## src/rtl/adjref_pkg.sv

```systemverilog
package adjref_pkg;

    localparam int RND_W   = 32;
    localparam int THR_W   = 16;
    localparam int DIR_BIT = THR_W;

    typedef logic [RND_W-1:0] rnd_t;
    typedef logic [THR_W-1:0] thr_t;

    typedef enum logic [1:0] {
        NB_DOWN  = 2'd0,
        NB_UP    = 2'd1,
        NB_FLOOR = 2'd2,
        NB_CEIL  = 2'd3
    } nb_kind_e;

    // one step of the maximal-length sequence, taps 32/22/2/1
    function automatic rnd_t rnd_advance(input rnd_t s);
        return {s[RND_W-2:0], s[31] ^ s[21] ^ s[1] ^ s[0]};
    endfunction

    function automatic rnd_t seed_fix(input rnd_t s);
        return (s == '0) ? rnd_t'(1) : s;
    endfunction

endpackage

```

## src/rtl/adjref_lfsr.sv

```systemverilog
module adjref_lfsr
    import adjref_pkg::*;
#(
    parameter rnd_t INIT = 32'h1D2C_3B4A
) (
    input  logic clk,
    input  logic rst,
    input  logic load,
    input  rnd_t load_val,
    input  logic advance,
    output rnd_t state
);
    rnd_t st_q;

    always_ff @(posedge clk) begin
        if (rst) begin
            st_q <= seed_fix(INIT);
        end else if (load) begin
            st_q <= seed_fix(load_val);
        end else if (advance) begin
            st_q <= rnd_advance(st_q);
        end
    end

    assign state = st_q;
endmodule

```

## src/rtl/adjref_pick.sv

```systemverilog
module adjref_pick
    import adjref_pkg::*;
#(
    parameter int ROW_W = 16
) (
    input  rnd_t             rnd,
    input  thr_t             thresh,
    input  logic [ROW_W-1:0] row,
    output logic             fire,
    output logic [ROW_W-1:0] nb_row,
    output nb_kind_e         kind
);
    localparam logic [ROW_W-1:0] ROW_TOP = {ROW_W{1'b1}};

    always_comb begin
        fire = (rnd[THR_W-1:0] < thresh);
        if (row == '0) begin
            kind = NB_FLOOR;
        end else if (row == ROW_TOP) begin
            kind = NB_CEIL;
        end else if (rnd[DIR_BIT]) begin
            kind = NB_UP;
        end else begin
            kind = NB_DOWN;
        end
        unique case (kind)
            NB_FLOOR, NB_UP: nb_row = row + 1'b1;
            default:         nb_row = row - 1'b1;
        endcase
    end
endmodule

```

## src/rtl/adjref_slot.sv

```systemverilog
module adjref_slot #(
    parameter int BANK_W = 3,
    parameter int ROW_W  = 16,
    parameter int CNT_W  = 16
) (
    input  logic              clk,
    input  logic              rst,
    input  logic              push,
    input  logic [BANK_W-1:0] push_bank,
    input  logic [ROW_W-1:0]  push_row,
    input  logic              pop_ready,
    output logic              valid,
    output logic [BANK_W-1:0] bank,
    output logic [ROW_W-1:0]  row,
    output logic [CNT_W-1:0]  drops
);
    localparam logic [CNT_W-1:0] CNT_MAX = {CNT_W{1'b1}};

    typedef struct packed {
        logic              v;
        logic [BANK_W-1:0] bank;
        logic [ROW_W-1:0]  row;
    } entry_t;

    entry_t           ent_q;
    logic [CNT_W-1:0] drop_q;
    logic             room;

    assign room = !ent_q.v || pop_ready;

    always_ff @(posedge clk) begin
        if (rst) begin
            ent_q  <= '0;
            drop_q <= '0;
        end else begin
            if (push && room) begin
                ent_q <= '{v: 1'b1, bank: push_bank, row: push_row};
            end else if (pop_ready) begin
                ent_q.v <= 1'b0;
            end
            if (push && !room && drop_q != CNT_MAX) begin
                drop_q <= drop_q + 1'b1;
            end
        end
    end

    assign valid = ent_q.v;
    assign bank  = ent_q.bank;
    assign row   = ent_q.row;
    assign drops = drop_q;
endmodule

```

## src/rtl/adjref_refresher.sv

```systemverilog
module adjref_refresher
    import adjref_pkg::*;
#(
    parameter int   BANK_W     = 3,
    parameter int   ROW_W      = 16,
    parameter int   CNT_W      = 16,
    parameter rnd_t RESET_SEED = 32'h1D2C_3B4A
) (
    input  logic              clk,
    input  logic              rst,
    input  logic              seed_load,
    input  logic [31:0]       seed_value,
    input  logic [15:0]       prob_thresh,
    input  logic              close_valid,
    input  logic [BANK_W-1:0] close_bank,
    input  logic [ROW_W-1:0]  close_row,
    output logic              ref_valid,
    input  logic              ref_ready,
    output logic [BANK_W-1:0] ref_bank,
    output logic [ROW_W-1:0]  ref_row,
    output logic [CNT_W-1:0]  drop_cnt
);
    rnd_t             lfsr_q;
    logic             evt;
    logic             fire;
    logic [ROW_W-1:0] nb_row;
    nb_kind_e         nb_kind;

    assign evt = close_valid && !seed_load;

    adjref_lfsr #(.INIT(RESET_SEED)) u_lfsr (
        .clk      (clk),
        .rst      (rst),
        .load     (seed_load),
        .load_val (seed_value),
        .advance  (evt),
        .state    (lfsr_q)
    );

    adjref_pick #(.ROW_W(ROW_W)) u_pick (
        .rnd    (lfsr_q),
        .thresh (prob_thresh),
        .row    (close_row),
        .fire   (fire),
        .nb_row (nb_row),
        .kind   (nb_kind)
    );

    adjref_slot #(.BANK_W(BANK_W), .ROW_W(ROW_W), .CNT_W(CNT_W)) u_slot (
        .clk       (clk),
        .rst       (rst),
        .push      (evt && fire),
        .push_bank (close_bank),
        .push_row  (nb_row),
        .pop_ready (ref_ready),
        .valid     (ref_valid),
        .bank      (ref_bank),
        .row       (ref_row),
        .drops     (drop_cnt)
    );
endmodule

```

## config.mk

```make
export PLATFORM = sky130hd
export DESIGN_NAME = adjref_refresher
export DESIGN_NICKNAME = d
export VERILOG_FILES = /design/src/rtl/adjref_pkg.sv /design/src/rtl/adjref_lfsr.sv /design/src/rtl/adjref_pick.sv /design/src/rtl/adjref_slot.sv /design/src/rtl/adjref_refresher.sv
export SDC_FILE = /design/constraint.sdc
export NUM_CORES = 1
export LEC_CHECK = 0
export ABC_AREA = 1
export CORE_AREA = 4 4 100 102
export CTS_CLUSTER_SIZE = 8
export DETAILED_ROUTE_END_ITERATION = 16
export DIE_AREA = 0 0 104 106
export DONT_BUFFER_PORTS = 1
export PLACE_DENSITY_LB_ADDON = 0.08
export REMOVE_ABC_BUFFERS = 1
export SYNTH_ARGS = -nofsm -noshare
export SYNTH_HDL_FRONTEND = slang
export SYNTH_SLANG_ARGS = --single-unit
```

## constraint.sdc

```tcl
create_clock -name clk -period 2.2 [get_ports clk]
set_input_delay 0.22 -clock clk [delete_from_list [all_inputs] [get_ports clk]]
set_output_delay 0.22 -clock clk [all_outputs]
set_load 0.02 [all_outputs]
```

# --- After elaboration in Yosys (flattened, before gate mapping) ---
# Index checks and enable logic that the tools add are counted.
totals:
  in_bits: 72
  wordCells: 39
  ff_bits: 68
  out_inout_bits: 36
classes:
  n_lt_le_gt_ge: 1
  n_eq_ne: 4
  n_reduce_logical: 14
  addsub: 3
  bitwise_logic: 3
  n_mux: 9
ops:
  columns: ["cell", "n"]
  rows:
  - ["32-bit two-way mux", 3]
  - ["16-bit by 1-bit adder with 16-bit output, second input constant", 2]
  - ["32-bit zero test", 1]
  - ["16-bit == test, second input constant", 1]
  - ["16-bit zero test", 1]
  - ["16-bit < comparator", 1]
  - ["16-bit two-way mux", 1]
  - ["16-bit != test, second input constant", 1]
  - ["16-bit by 1-bit subtractor with 16-bit output, second input constant", 1]
  - ["1-bit logical AND", 5]
  - ["2-bit two-way mux", 2]
  - ["2-bit nonzero test", 2]
  - ["1-bit zero test", 3]
  - ["1-bit two-way mux", 3]
  - ["1-bit XOR", 3]
  - ["2-bit by 1-bit == test with 1-bit output, second input constant", 1]
  - ["2-bit == test, second input constant", 1]
  - ["2-bit OR reduction", 1]
  - ["1-bit logical OR", 1]

# --- Depth between registers and ports, before layout ---
# Gate-level depths: netlist (run 1).
depth:
  word_depth: 6
  mapped_depth: 18
  ltp_nobuf: 17

# --- Hierarchy ---
# A second synthesis (run 1) with hierarchy kept.
hier_totals:
  cells_unflattened: 742
  area_unflattened_um2: 4717.0
by_module_without_submodules:
  columns: ["module", "seq_area_each_um2", "cells_per_inst", "area_per_inst_um2", "n_inst"]
  rows:
  - ["adjref_slot", 720.7, 244, 1655.3, 1]
  - ["adjref_lfsr", 640.6, 220, 1614.0, 1]
  - ["adjref_pick", 0.0, 273, 1423.9, 1]
  - ["adjref_refresher", 0.0, 5, 23.8, 1]

# --- Worst setup path before layout (run 1) ---
# OpenSTA, ideal clock, no wires.
synth_path:
  kind: "reg2reg"
  startpoint: "reg u_slot.drop_q[0], in the netlist u_slot.drops[0]"
  endpoint: "reg u_slot.drop_q[2], in the netlist u_slot.drops[2]"
  n_path_buf: 1
  t_arrival_ns: 1.951
  period_less_slack_ns: 2.067
  setup_ns: 0.115
  stages_incl_launch_ff: 10
  setup_slack_ns: 0.133
  t_required_ns: 2.085
  path_cell_list: "dfxtp_1 > ha_1 > nand2_1 > nor3_1 > nand2_1 > nor2_1 > nand2_1 > clkbuf_1 > a31oi_1 > nor2_1"
synth_via:
  elab_chain_len: 2
  elab_cells_between_ends: 3
  classes_between: "add/sub (1); eq/ne (1); reduce/logical (1)"
synth_rtl:
  columns: ["item", "line_no", "rtl"]
  rows:
  - ["from (decl)", "adjref_slot.sv:26", "logic [CNT_W-1:0] drop_q;"]
  - ["from (signal assigned)", "adjref_slot.sv:42", "drop_q <= drop_q + 1'b1;"]
  - ["parallel branches: the longest is 2 deep, another holds 16-bit by 1-bit adder with 16-bit output", null, null]
# Several ways; the timed one is not identified.
# A chain may end at the register's enable or synchronous reset.

# --- Worst setup path after layout (run 1) ---
layout_path:
  startpoint: "reg u_lfsr.st_q[3], in the netlist u_lfsr.state[3]"
  endpoint: "reg u_slot.ent_q (netlist bit u_slot.row[6])"
layout_via:
  elab_chain_len: 3
layout_rtl:
  columns: ["item", "line_no", "rtl"]
  rows:
  - ["from (decl)", "adjref_lfsr.sv:13", "rnd_t st_q;"]
  - ["from (signal assigned)", "adjref_lfsr.sv:17", "st_q <= seed_fix(INIT);"]
  - ["from (signal assigned)", "adjref_lfsr.sv:19", "st_q <= seed_fix(load_val);"]
  - ["from (signal assigned)", "adjref_lfsr.sv:21", "st_q <= rnd_advance(st_q);"]
  - ["16-bit < comparator", "adjref_pick.sv:16", "fire = (rnd[THR_W-1:0] < thresh);"]
  - ["1-bit logical AND", "adjref_refresher.sv:52", ".push (evt && fire),"]
  - ["1-bit logical AND", "adjref_slot.sv:36", "if (push && room) begin"]
  - ["to (signal assigned)", "adjref_slot.sv:37", "ent_q <= '{v: 1'b1, bank: push_bank, row: push_row};"]
  - ["to (decl)", "adjref_slot.sv:25", "entry_t ent_q;"]
# Every way passes these cells.

==> flow_summary.rst, run 1 <==
.. list-table::
   :header-rows: 1

   * - Metric
     - Value
   * - CP Data Required Time
     - 2.43 ns
   * - Crit path time final
     - 2.10 ns
   * - Result of the run
     - completed
   * - CTS Buf Count
     - 9
   * - Via count of the first global-routing pass
     - 4214
   * - Number of cells produced by synthesis
     - 700
   * - Post-detailed-placement half-perimeter wirelength
     - 8890 um
   * - Crit path to
     - u_slot.row[6]
   * - Cell type group with the largest total delay on the critical path
     - compound AO/OA/AOI/OAI gates
   * - TritonCTS clock tree
     - done
   * - Max-capacitance violation count
     - 0
   * - #FFs+latches synth
     - 68
   * - Number of buffer and inverter instances along the worst setup path
     - 3
   * - Slew Limit Fails
     - 0
   * - Worst Reg-to-Reg Cells
     - 11
   * - Wire length reported by the detailed router
     - 12400 um
   * - Portion of the clock cycle consumed by the worst path in the final layout
     - 0.953
   * - Hold violation total from the final report
     - 0
   * - Internal Power
     - 2050 uW
   * - Max FO, Critical Path
     - 8
   * - Maximum number of pins on one net before global-route repair
     - 43
   * - Drt first pass iters
     - 5
   * - Post-synth top flop
     - sky130_fd_sc_hd__dfxtp_1
   * - Std-Cell Core Area
     - 0.00911 mm2
   * - FP Rows
     - 35
   * - Hold crit path type
     - in -> reg
   * - Top post-synthesis cells by area
     - sky130_fd_sc_hd__dfxtp_1 (30%), sky130_fd_sc_hd__nand2_1 (15%), sky130_fd_sc_hd__inv_1 (9.7%), sky130_fd_sc_hd__nand3_1 (6.2%), sky130_fd_sc_hd__nor2_1 (5.4%)
   * - Total power divided by cell area
     - 589 mW/mm2
   * - Crit path capture type
     - register
   * - Clock net sink count
     - 68
   * - Sequential cell area fraction in the yosys report
     - 0.304
   * - Startpoint-to-endpoint class of the critical path
     - reg -> reg
   * - DIE WIDTH
     - 104 um
   * - Total Die Area
     - 0.0110 mm2
   * - Launch point of the worst reg-to-reg path
     - u_lfsr.state[3]
   * - Switching power of the nets
     - 920 uW
   * - Global routing usage summed across all routing layers
     - 0.217
   * - Slew headroom
     - 0.357
   * - Maximum cell stage delay along the critical path
     - 0.34 ns
   * - Placed cell count
     - 806
   * - CP Data Arrival Time
     - 2.32 ns
   * - Crit-path cells
     - ha_1, a21oi_1, o21ai_0, nor3b_2, o21ai_2, nand2_2, nor2_4, buf_12, clkinvlp_4, o21ai_1, inv_1
   * - Synth area leader
     - sky130_fd_sc_hd__dfxtp_1
   * - Cell at the slowest stage of the critical path
     - sky130_fd_sc_hd__dfxtp_2
   * - Count of flip-flops with a built-in enable after synthesis
     - 0
   * - Clk Latency, worst-skew pair
     - 0.34 ns
   * - H-tree depth
     - 3
   * - Critical Path Start
     - u_lfsr.state[3]
   * - Share of power burned in the clock network
     - 0.334
   * - Via count
     - 4505
   * - Post-Layout Cell Count
     - 831
   * - FFs w/ async S/R, synth
     - 0
   * - Number of design rule violations left after detail routing
     - 0
   * - Wire length of the first global-routing pass
     - 20000 um
   * - Ant diodes
     - 0
   * - Number of design-rule violations left by the first detailed-router iteration
     - 206
   * - Highest clock frequency the design can meet
     - 477 MHz
   * - Synth Area per Inst
     - 6.39 um2
   * - Gate power share
     - 0.194
   * - Reg power frac
     - 0.472
   * - Number of cells on the critical path
     - 11
   * - Peak supply drop
     - 0.000469 V
   * - Count of synthesis-stage warnings from yosys
     - 0
   * - Gpl congestion
     - 0.884
   * - Initial core utilization
     - 0.491
   * - Post-layout net count
     - 806
   * - Initial antenna violation count
     - 0
   * - Routed wire length per instance
     - 14.9 um
   * - Fraction of power spent switching nets
     - 0.310
   * - Fin worst setup slack
     - 0.103 ns
   * - Worst Skew
     - 0.0156 ns
   * - Number of fill cells in the layout
     - 939
   * - Worst reg2reg setup slack
     - 0.10 ns
   * - Share of layout cells above drive strength 1
     - 0.115
   * - LEAKAGE
     - 0.00237 uW
   * - Cell variety after synth
     - 35
   * - Worst-case clock buffer depth
     - 2
   * - Top Ports
     - 108
   * - P&R area growth vs syn
     - 12.6%
   * - Actual transition at the worst max-transition pin
     - 0.961 ns
   * - Die Span Y
     - 106 um
   * - Worst setup timing slack at the placement stage
     - 0.0163 ns
   * - Overflow left after global routing
     - 0
   * - Post-Syn Area
     - 0.00447 mm2
   * - Setup Viol. Count Final
     - 0
   * - Post-CTS clock slew at the launch and capture registers of the worst setup and hold paths
     - 0.08 ns
   * - RR Endpoint
     - u_slot.row[6]
   * - Clock tree root buffer cell
     - sky130_fd_sc_hd__clkbuf_8
   * - Area share of the largest cell type after synthesis
     - 0.304
   * - Count of port buffers added during placement
     - 0
   * - Startpoint kind of the worst setup timing path
     - register
   * - DR vias/cell
     - 5.42
   * - ANT nets after route
     - 0
layout make-up:
cell class	instances	area, um2	area share
repair buffers	30	303	0.0601
clock buffers	9	124	0.0246
clock inverters	5	55.1	0.0109
well taps	111	139	0.0276
multi-input cells	490	2600	0.517
flip-flops and latches	68	1370	0.271
inverters	118	447	0.0887
metrics by stage:
step / instance area (um2) / hold slack, ns / power (uW) / utilization / TNS, ns
after floorplan: 4360 / 0.289 / 1800 / - / -17.58
after global placement: 4650 / 0.296 / 1920 / 0.511 / 0
after detailed placement: 4650 / 0.296 / 1940 / 0.511 / 0
after CTS: 4870 / 0.00296 / 2940 / 0.535 / 0
after global routing: 5030 / 0.00165 / 3150 / 0.553 / -0.134
final: 5030 / 0.0200 / 2970 / 0.553 / 0
cells by family after synthesis:
family,count (synthesis),synth area share
and+or+nand+nor,349,0.340
buffers and inverters,142,0.125
AOI/OAI and AO/OA,110,0.156
DFF,68,0.304
adders and majority gates,17,0.0476
xor gates and xnor gates,14,0.0274
synth_stat cells, types with 2 or more instances:
library cell,instances
sky130_fd_sc_hd__nand2_2,14
sky130_fd_sc_hd__o21ai_0,23
sky130_fd_sc_hd__dfxtp_1,68
sky130_fd_sc_hd__inv_1,115
sky130_fd_sc_hd__buf_6,3
sky130_fd_sc_hd__nor4_1,6
sky130_fd_sc_hd__a21oi_1,37
sky130_fd_sc_hd__o21a_1,6
sky130_fd_sc_hd__clkbuf_1,13
sky130_fd_sc_hd__buf_2,4
sky130_fd_sc_hd__nor2_4,2
sky130_fd_sc_hd__a22oi_1,2
sky130_fd_sc_hd__ha_1,17
sky130_fd_sc_hd__o41ai_1,5
sky130_fd_sc_hd__nand2_1,177
sky130_fd_sc_hd__nand3_1,55
sky130_fd_sc_hd__inv_2,3
sky130_fd_sc_hd__a221oi_1,3
sky130_fd_sc_hd__nand4_1,13
sky130_fd_sc_hd__nor2_1,64
sky130_fd_sc_hd__o221ai_1,4
sky130_fd_sc_hd__nor3_1,9
sky130_fd_sc_hd__xnor2_1,3
sky130_fd_sc_hd__buf_1,4
sky130_fd_sc_hd__o211ai_1,20
sky130_fd_sc_hd__a21oi_2,2
sky130_fd_sc_hd__xor2_1,11
sky130_fd_sc_hd__nand3b_1,2
sky130_fd_sc_hd__nor2_2,5
sky130_fd_sc_hd__a31oi_1,5
routing by layer:
layer / GRT usage / vias to the layer above / part of all wire
met5: 0 / - / 0
met4: 0.0627 / 0 / 0.014
met3: 0.0589 / 14 / 0.074
met2: 0.340 / 125 / 0.46
met1: 0.292 / 2063 / 0.45
li1: - / 2303 / -
worst min path at each step:
stage                         from               end  slack [ns]  depth (start not counted)
floorplan                      rst   u_slot.drops[0]        0.29                          1
global placement               rst  u_slot.drops[15]        0.30                          1
detailed placement             rst  u_slot.drops[15]        0.30                          1
CTS                      seed_load  u_lfsr.state[11]       0.003                          2
global route        seed_value[18]  u_lfsr.state[18]       0.002                          2
finish               close_bank[0]    u_slot.bank[0]        0.02                          2
state kept, by name (all words and copies together) (netlist names):
| name | count |
|---|---|
| u_slot.bank | 3 |
| u_slot.valid | 1 |
| u_slot.drops | 16 |
| u_slot.row | 16 |
| u_lfsr.state | 32 |
placed cells by master, fill, tap and decap left out, types with 4 or more instances in the layout:
cell type,n
sky130_fd_sc_hd__buf_4,20
sky130_fd_sc_hd__a21oi_1,35
sky130_fd_sc_hd__o21a_1,6
sky130_fd_sc_hd__inv_1,114
sky130_fd_sc_hd__o221ai_1,4
sky130_fd_sc_hd__clkbuf_8,9
sky130_fd_sc_hd__o21ai_0,19
sky130_fd_sc_hd__o41ai_1,5
sky130_fd_sc_hd__nor2_2,6
sky130_fd_sc_hd__nand3_1,55
sky130_fd_sc_hd__nand2_1,176
sky130_fd_sc_hd__a21oi_2,4
sky130_fd_sc_hd__nor3_1,7
sky130_fd_sc_hd__ha_1,16
sky130_fd_sc_hd__nor4_1,6
sky130_fd_sc_hd__nand4_1,13
sky130_fd_sc_hd__dlygate4sd3_1,4
sky130_fd_sc_hd__dfxtp_1,65
sky130_fd_sc_hd__o211ai_1,20
sky130_fd_sc_hd__nor2_1,62
sky130_fd_sc_hd__a31oi_1,5
sky130_fd_sc_hd__o21ai_1,4
sky130_fd_sc_hd__xor2_1,11
sky130_fd_sc_hd__nand2_2,15
power groups by stage:
stage	logic (uW)	registers (uW)	clock network, uW
after CTS	523	1400	1010
final	575	1400	991
after detailed placement	507	1430	0
after global placement	497	1430	0
after floorplan	392	1410	0
after global routing	657	1410	1080
repair_timing:
item                       CTS  global route
gates resized for setup      1            19
setup buffers                0             5
pin swaps                    0             6
hold endpoints to repair    24             0
hold buffers                 4             0
gates cloned                 0             2
setup endpoints to repair    2            20
No activity file was read; power rests on OpenSTA's default activity.
==> run 2: changes to the inputs <==
Settings changed: CORE_AREA 4 4 100 102 to 4 4 103 105, DIE_AREA 0 0 104 106 to 0 0 107 109, SYNTH_HIERARCHICAL set to 1.
==> flow_summary.rst, run 2 <==
.. list-table::
   :header-rows: 1

   * - Metric
     - Value
   * - Via count of the first global-routing pass
     - 4578 (+8.6%)
   * - Most frequent cells in the layout
     - sky130_fd_sc_hd__nand2_1 (177), sky130_fd_sc_hd__nor2_1 (124), sky130_fd_sc_hd__inv_1 (71), sky130_fd_sc_hd__dfxtp_1 (64), sky130_fd_sc_hd__nand3_1 (60)
   * - Clock net sink count
     - 68 (unchanged)
   * - Worst reg2reg setup slack
     - -0.06 ns (-0.16 ns)
   * - Total power divided by cell area
     - 573 mW/mm2 (-2.7%)
   * - Wire length of the first global-routing pass
     - 21100 um (+5.9%)
   * - Post-Layout Cell Count
     - 926 (+11%)
   * - Total Die Area
     - 0.0117 mm2 (+5.8%)
   * - Overflow left after global routing
     - 0 (unchanged)
   * - Via count
     - 4854 (+7.7%)
   * - ANT nets after route
     - 0 (unchanged)
   * - Top Ports
     - 108 (unchanged)
   * - Crit path time final
     - 2.26 ns (+0.162 ns)
   * - Total placed instance area
     - 0.00490 mm2 (+5.4%)
   * - Drt first pass iters
     - 7 (+2)
   * - Slew headroom
     - 0.432 (+0.0749)
   * - CP Data Arrival Time
     - 2.50 ns (+0.18 ns)
   * - Hold crit path type
     - in -> reg
   * - Portion of the clock cycle consumed by the worst path in the final layout
     - 1.03 (+0.0738)
   * - Slew Limit Fails
     - 0 (unchanged)
   * - Crit path capture type
     - register
   * - Number of fill cells in the layout
     - 1023 (+8.9%)
   * - Clock tree root buffer cell
     - sky130_fd_sc_hd__clkbuf_8
   * - Highest clock frequency the design can meet
     - 443 MHz (-7.2%)
   * - Count of synthesis-stage warnings from yosys
     - 6 (+6)
   * - H-tree depth
     - 3 (unchanged)
   * - TritonCTS clock tree
     - done
   * - Summed area of non-filler cells in the final layout
     - 0.00564 mm2 (+12%)
   * - Peak supply drop
     - 0.000327 V (-30%)
   * - Number of cells produced by synthesis
     - 739 (+5.6%)
   * - Routed wire length per instance
     - 14.4 um (-3.3%)
   * - Result of the run
     - complete, but fails checks
   * - P&R area growth vs syn
     - 20.0%
   * - Number of design rule violations left after detail routing
     - 0 (unchanged)
   * - Post-CTS clock slew at the launch and capture registers of the worst setup and hold paths
     - 0.08 ns (about the same)
   * - Initial core utilization
     - 0.488 (-0.00340)
   * - Clk Latency, worst-skew pair
     - 0.35 ns (about the same)
   * - Wire length reported by the detailed router
     - 13300 um (+7.8%)
   * - Post-layout net count
     - 878 (+8.9%)
   * - Worst-case clock buffer depth
     - 2 (unchanged)
   * - Max FFs per register
     - 32 (unchanged)
   * - Startpoint kind of the worst setup timing path
     - register
   * - LEAKAGE
     - 0.00255 uW (+7.5%)
   * - DR vias/cell
     - 5.24 (-3.3%)
   * - Placed cell count
     - 876 (+8.7%)
   * - Setup repair after global routing missed its margin
     - yes
   * - Ant diodes
     - 0 (unchanged)
   * - Post-detailed-placement half-perimeter wirelength
     - 9290 um (+4.4%)
   * - CP Data Required Time
     - 2.44 ns (about the same)
   * - Share of layout cells above drive strength 1
     - 0.161 (+0.0461)
   * - Max FO, Critical Path
     - 5 (-3)
   * - Final core utilization
     - 0.585 (+0.0324)
   * - Worst Skew
     - 0.0121 ns (-0.00341 ns)
   * - Hold violation total from the final report
     - 0 (unchanged)
   * - Most common library cell in the layout ignoring fill and taps
     - sky130_fd_sc_hd__nand2_1
   * - Setup Viol. Count Final
     - 20 (+20)
   * - Startpoint-to-endpoint class of the critical path
     - reg -> reg
   * - Std-Cell Core Area
     - 0.00964 mm2 (+5.8%)
   * - Synth Area per Inst
     - 6.36 um2 (-0.46%)
   * - DIE WIDTH
     - 107 um (+2.9%)
   * - Violations in the final reports
     - negative setup slack
   * - Maximum number of pins on one net before global-route repair
     - 35 (-19%)
   * - WHS
     - 0.0239 ns (+0.00396 ns)
   * - Actual transition at the worst max-transition pin
     - 0.849 ns (-0.112 ns)
   * - Initial antenna violation count
     - 0 (unchanged)
   * - Post-Syn Area
     - 0.00470 mm2 (+5.1%)
   * - Fin worst setup slack
     - -0.0597 ns (-0.162 ns)
   * - Gpl congestion
     - 0.891 (+0.72%)
   * - Number of design-rule violations left by the first detailed-router iteration
     - 253 (+23%)
   * - CTS Buf Count
     - 9 (unchanged)
   * - Count of port buffers added during placement
     - 0 (unchanged)
   * - Power Total
     - 3230 uW (+9.0%)
   * - Global routing usage summed across all routing layers
     - 0.224 (+0.00791)
   * - Die Span Y
     - 109 um (+2.8%)
   * - Max-capacitance violation count
     - 0 (unchanged)
   * - FP Rows
     - 36 (+2.9%)
-- run 2: cell count changes in the layout (fill, tap and decap cells not counted), moves of 5 or more --
cell,change
sky130_fd_sc_hd__dlygate4sd3_1,+26
sky130_fd_sc_hd__inv_2,+6
sky130_fd_sc_hd__inv_1,-43
sky130_fd_sc_hd__nor2_2,+6
sky130_fd_sc_hd__o211ai_1,-18
sky130_fd_sc_hd__nor2_4,+7
sky130_fd_sc_hd__nor2_1,+62
sky130_fd_sc_hd__nand3_1,+5
sky130_fd_sc_hd__o21a_1,-6
sky130_fd_sc_hd__buf_4,+9
sky130_fd_sc_hd__o21ai_0,+8
sky130_fd_sc_hd__nand4_1,-6
sky130_fd_sc_hd__o21ai_1,+5
sky130_fd_sc_hd__nor4_1,-5
-- run 2: final timing paths --
path                                       start                to  cells after the start
worst max-delay path             u_lfsr/state[1]  u_slot/drops[14]                     16
worst min-delay path              seed_value[10]  u_lfsr/state[10]                      2
worst min register to register  u_lfsr/state[19]  u_lfsr/state[19]                      2
worst max register to register   u_lfsr/state[1]  u_slot/drops[14]                     16
-- run 2: area by class of cell --
| type | count | area, um2 | share of cell area |
|---|---|---|---|
| multi-input cells | 561 | 2990 | 0.530 |
| flip-flops and latches | 68 | 1370 | 0.242 |
| repair buffers | 64 | 583 | 0.103 |
| inverters | 85 | 327 | 0.0579 |
| well taps | 133 | 166 | 0.0295 |
| clock buffers | 12 | 165 | 0.0293 |
| clock inverters | 3 | 45.0 | 0.00799 |
-- run 2: layer usage --
| layer | global-route usage | part of all wire |
|---|---|---|
| met1 | 0.289 | 0.45 |
| met2 | 0.362 | 0.46 |
| met3 | 0.0675 | 0.080 |
| met4 | 0.0694 | 0.0092 |
| met5 | 0 | 0 |
-- run 2: power by group --
part / leakage [uW] / internal [uW] / total, uW / switching, uW
Clock: 0.000101 / 611 / 1100 / 494
Sequential: 0.000560 / 1310 / 1420 / 101
Combinational: 0.00189 / 302 / 713 / 411
-- run 2: worst max-delay path, stage by stage (launching register included) --
cell and delay [ns]:
sky130_fd_sc_hd__dfxtp_2 0.36, sky130_fd_sc_hd__ha_4 0.20, sky130_fd_sc_hd__a21boi_2 0.14, sky130_fd_sc_hd__o211ai_1 0.16, sky130_fd_sc_hd__nand2_1 0.08, sky130_fd_sc_hd__nand4_1 0.08
sky130_fd_sc_hd__o211ai_1 0.09, sky130_fd_sc_hd__a21oi_1 0.15, sky130_fd_sc_hd__inv_1 0.08, sky130_fd_sc_hd__nor2_4 0.14, sky130_fd_sc_hd__nand3_4 0.13, sky130_fd_sc_hd__nor2_4 0.16
sky130_fd_sc_hd__nand2_2 0.09, sky130_fd_sc_hd__nor2_4 0.12, sky130_fd_sc_hd__nand3_2 0.07, sky130_fd_sc_hd__nand2_1 0.06, sky130_fd_sc_hd__nor2_1 0.03
-- run 2: through the flow --
| step | worst slack, ns | TNS (ns) |
|---|---|---|
| finish | -0.0597 | -0.337 |
| global route | -0.277 | -7.50 |
| CTS | -0.0252 | -0.0450 |
| detailed placement | -0.166 | -2.65 |
| global placement | -0.0984 | -1.17 |
| floorplan | -0.636 | -12.17 |
-- run 2: what timing repair did --
item / CTS / global route
endpoints found under the hold margin: 21 / 0
endpoints found under the setup margin: 33 / 35
buffers inserted: 1 / 3
gates resized for setup: 32 / 21
hold buffers: 30 / 0
pin swaps: 15 / 8
cloned: 0 / 1
==> run 3: changes to the inputs <==
Settings changed: SKIP_CTS_REPAIR_TIMING set to 1.
==> flow_summary.rst, run 3 (synthesized netlist as in run 2, its figures left out) <==
.. list-table::
   :header-rows: 1

   * - Metric
     - Value
   * - Result of the run
     - complete, but fails checks
   * - Violations in the final reports
     - negative hold slack, negative setup slack
   * - LEAKAGE
     - 0.00250 uW (-2.1%)
   * - CTS Buf Count
     - 9 (unchanged)
   * - CP Data Required Time
     - 2.44 ns (about the same)
   * - Hold path cells
     - 2 (unchanged)
   * - Clock tree root buffer cell
     - sky130_fd_sc_hd__clkbuf_8
   * - Most frequent cells in the layout
     - sky130_fd_sc_hd__nand2_1 (178), sky130_fd_sc_hd__nor2_1 (127), sky130_fd_sc_hd__inv_1 (73), sky130_fd_sc_hd__dfxtp_1 (67), sky130_fd_sc_hd__nand3_1 (61)
   * - Share of layout cells above drive strength 1
     - 0.149 (-0.0121)
   * - Clock net sink count
     - 68 (unchanged)
   * - Met2 wire length
     - 5900 um (-4.9%)
   * - Number of design-rule violations left by the first detailed-router iteration
     - 223 (-12%)
   * - Wire length on met3
     - 946 um (-11%)
   * - Total Die Area
     - 0.0117 mm2 (unchanged)
   * - Std-Cell Core Area
     - 0.00964 mm2 (unchanged)
   * - Peak supply drop
     - 0.000325 V (-0.52%)
   * - Register area
     - 0.00136 mm2 (-0.27%)
   * - Post-CTS clock slew at the launch and capture registers of the worst setup and hold paths
     - 0.08 ns (about the same)
   * - Final core utilization
     - 0.561 (-0.0244)
   * - Clk Latency, worst-skew pair
     - 0.34 ns (about the same)
   * - Hold crit path type
     - in -> reg
   * - Routed wire length per instance
     - 14.2 um (-1.6%)
   * - Worst Skew
     - 0.0128 ns (+0.000657 ns)
   * - Gpl congestion
     - 0.891 (unchanged)
   * - Total power divided by cell area
     - 590 mW/mm2 (+3.0%)
   * - Drt first pass iters
     - 5 (-2)
   * - TNS Setup
     - -0.550 ns (-0.214 ns)
   * - Uppermost signal routing layer after detailed routing
     - met4
   * - Setup Viol. Count Final
     - 28 (+40%)
   * - Wire length of the first global-routing pass
     - 20200 um (-4.3%)
   * - Initial core utilization
     - 0.488 (unchanged)
   * - Slew Limit Fails
     - 0 (unchanged)
   * - Startpoint kind of the worst setup timing path
     - register
   * - Max FFs per register
     - 32 (unchanged)
   * - Most common library cell in the layout ignoring fill and taps
     - sky130_fd_sc_hd__nand2_1
   * - Initial antenna violation count
     - 0 (unchanged)
   * - Crit path capture type
     - register
   * - P&R area growth vs syn
     - 15.0%
   * - Via count of the first global-routing pass
     - 4343 (-5.1%)
   * - Number of design rule violations left after detail routing
     - 0 (unchanged)
   * - ANT nets after route
     - 0 (unchanged)
   * - Actual transition at the worst max-transition pin
     - 0.816 ns (-0.0328 ns)
   * - Highest clock frequency the design can meet
     - 442 MHz (-0.12%)
   * - DIE WIDTH
     - 107 um (unchanged)
   * - Setup repair after global routing missed its margin
     - yes
   * - Global routing usage summed across all routing layers
     - 0.215 (-0.00987)
   * - H-tree depth
     - 3 (unchanged)
   * - FP Rows
     - 36 (unchanged)
   * - Count of port buffers added during placement
     - 0 (unchanged)
   * - Slew headroom
     - 0.454 (+0.0220)
   * - Top Ports
     - 108 (unchanged)
   * - Post-layout net count
     - 862 (-1.8%)
   * - Die Span Y
     - 109 um (unchanged)
   * - Crit path time final
     - 2.26 ns (+0.00281 ns)
   * - Max FO, Critical Path
     - 5 (unchanged)
   * - Worst-case clock buffer depth
     - 2 (unchanged)
   * - WHS
     - -0.00133 ns (-0.0253 ns)
   * - Overflow left after global routing
     - 0 (unchanged)
   * - Number of fill cells in the layout
     - 1048 (+2.4%)
   * - Max-capacitance violation count
     - 0 (unchanged)
   * - Fin worst setup slack
     - -0.0625 ns (-0.00281 ns)
   * - Maximum number of pins on one net before global-route repair
     - 35 (unchanged)
   * - Routed metal-1 wire length
     - 5980 um (+0.49%)
   * - Via count
     - 4748 (-2.2%)
   * - DR vias/cell
     - 5.22 (-0.46%)
   * - Post-detailed-placement half-perimeter wirelength
     - 9290 um (unchanged)
   * - Portion of the clock cycle consumed by the worst path in the final layout
     - 1.03 (+0.00128)
   * - Ant diodes
     - 0 (unchanged)
   * - Hold violation total from the final report
     - 1 (+1)
   * - CP Data Arrival Time
     - 2.50 ns (about the same)
   * - Wire length reported by the detailed router
     - 12900 um (-3.3%)
   * - TritonCTS clock tree
     - done
   * - Startpoint-to-endpoint class of the critical path
     - reg -> reg
   * - Worst Reg-to-Reg Cells
     - 16 (unchanged)
   * - Combined area of the multi-input logic cells
     - 0.00292 mm2 (-2.3%)
   * - Worst setup timing slack at the placement stage
     - -0.166 ns (unchanged)
==> run 3: cell type report <==
class                      instances  share of cell area
clock buffer                      12              0.0306
clock inverter                     3             0.00833
inverter                          85              0.0602
multi-input combinational        561               0.540
sequential                        68               0.252
tap                              133              0.0308
timing repair buffer              48              0.0778
==> run 3: worst paths after layout <==
| kind | slack, ns | startpoint | endpoint |
|---|---|---|---|
| worst min register to register | 0.47 | u_lfsr/state[19] | u_lfsr/state[19] |
| worst max register to register | -0.06 | u_lfsr/state[1] | u_slot/drops[14] |
| worst max-delay path | -0.06 | u_lfsr/state[1] | u_slot/drops[14] |
| worst min-delay path | -0.001 | seed_value[12] | u_lfsr/state[12] |
==> run 3: critical path: stages (launching register included) <==
cell and delay (ns):
sky130_fd_sc_hd__dfxtp_2 0.36, sky130_fd_sc_hd__ha_4 0.20, sky130_fd_sc_hd__a21boi_2 0.14, sky130_fd_sc_hd__o211ai_1 0.17, sky130_fd_sc_hd__nand2_1 0.08, sky130_fd_sc_hd__nand4_1 0.07
sky130_fd_sc_hd__o211ai_1 0.09, sky130_fd_sc_hd__a21oi_1 0.15, sky130_fd_sc_hd__inv_1 0.08, sky130_fd_sc_hd__nor2_4 0.14, sky130_fd_sc_hd__nand3_4 0.12, sky130_fd_sc_hd__nor2_2 0.14
sky130_fd_sc_hd__nand2_1 0.09, sky130_fd_sc_hd__nor2_2 0.14, sky130_fd_sc_hd__nand3_2 0.08, sky130_fd_sc_hd__nand2_1 0.06, sky130_fd_sc_hd__nor2_1 0.03
==> run 3: metrics by stage <==
step                      cells  hold WS (ns)  instance area (um2)  power (uW)
final                       910      -0.00133                 5410        3190
after global placement      876         0.288                 4900        2040
after floorplan             714         0.282                 4510        1880
after global routing        910       0.00143                 5410        3390
after detailed placement    876         0.290                 4900        2050
after CTS                   891       -0.0876                 5110        3170
==> run 3: power by group <==
group / internal [uW] / leakage, uW / switching (uW)
Combinational: 276 / 0.00184 / 400
Clock: 611 / 0.000101 / 492
Sequential: 1310 / 0.000560 / 98.5
Total: 2200 / 0.00250 / 990
==> run 3: layer usage <==
layer | GRT usage | vias to the layer above
met4 | 0.0603 | 0
met5 | 0 | -
met1 | 0.285 | 2160
met3 | 0.0663 | 6
met2 | 0.338 | 123
li1 | - | 2459
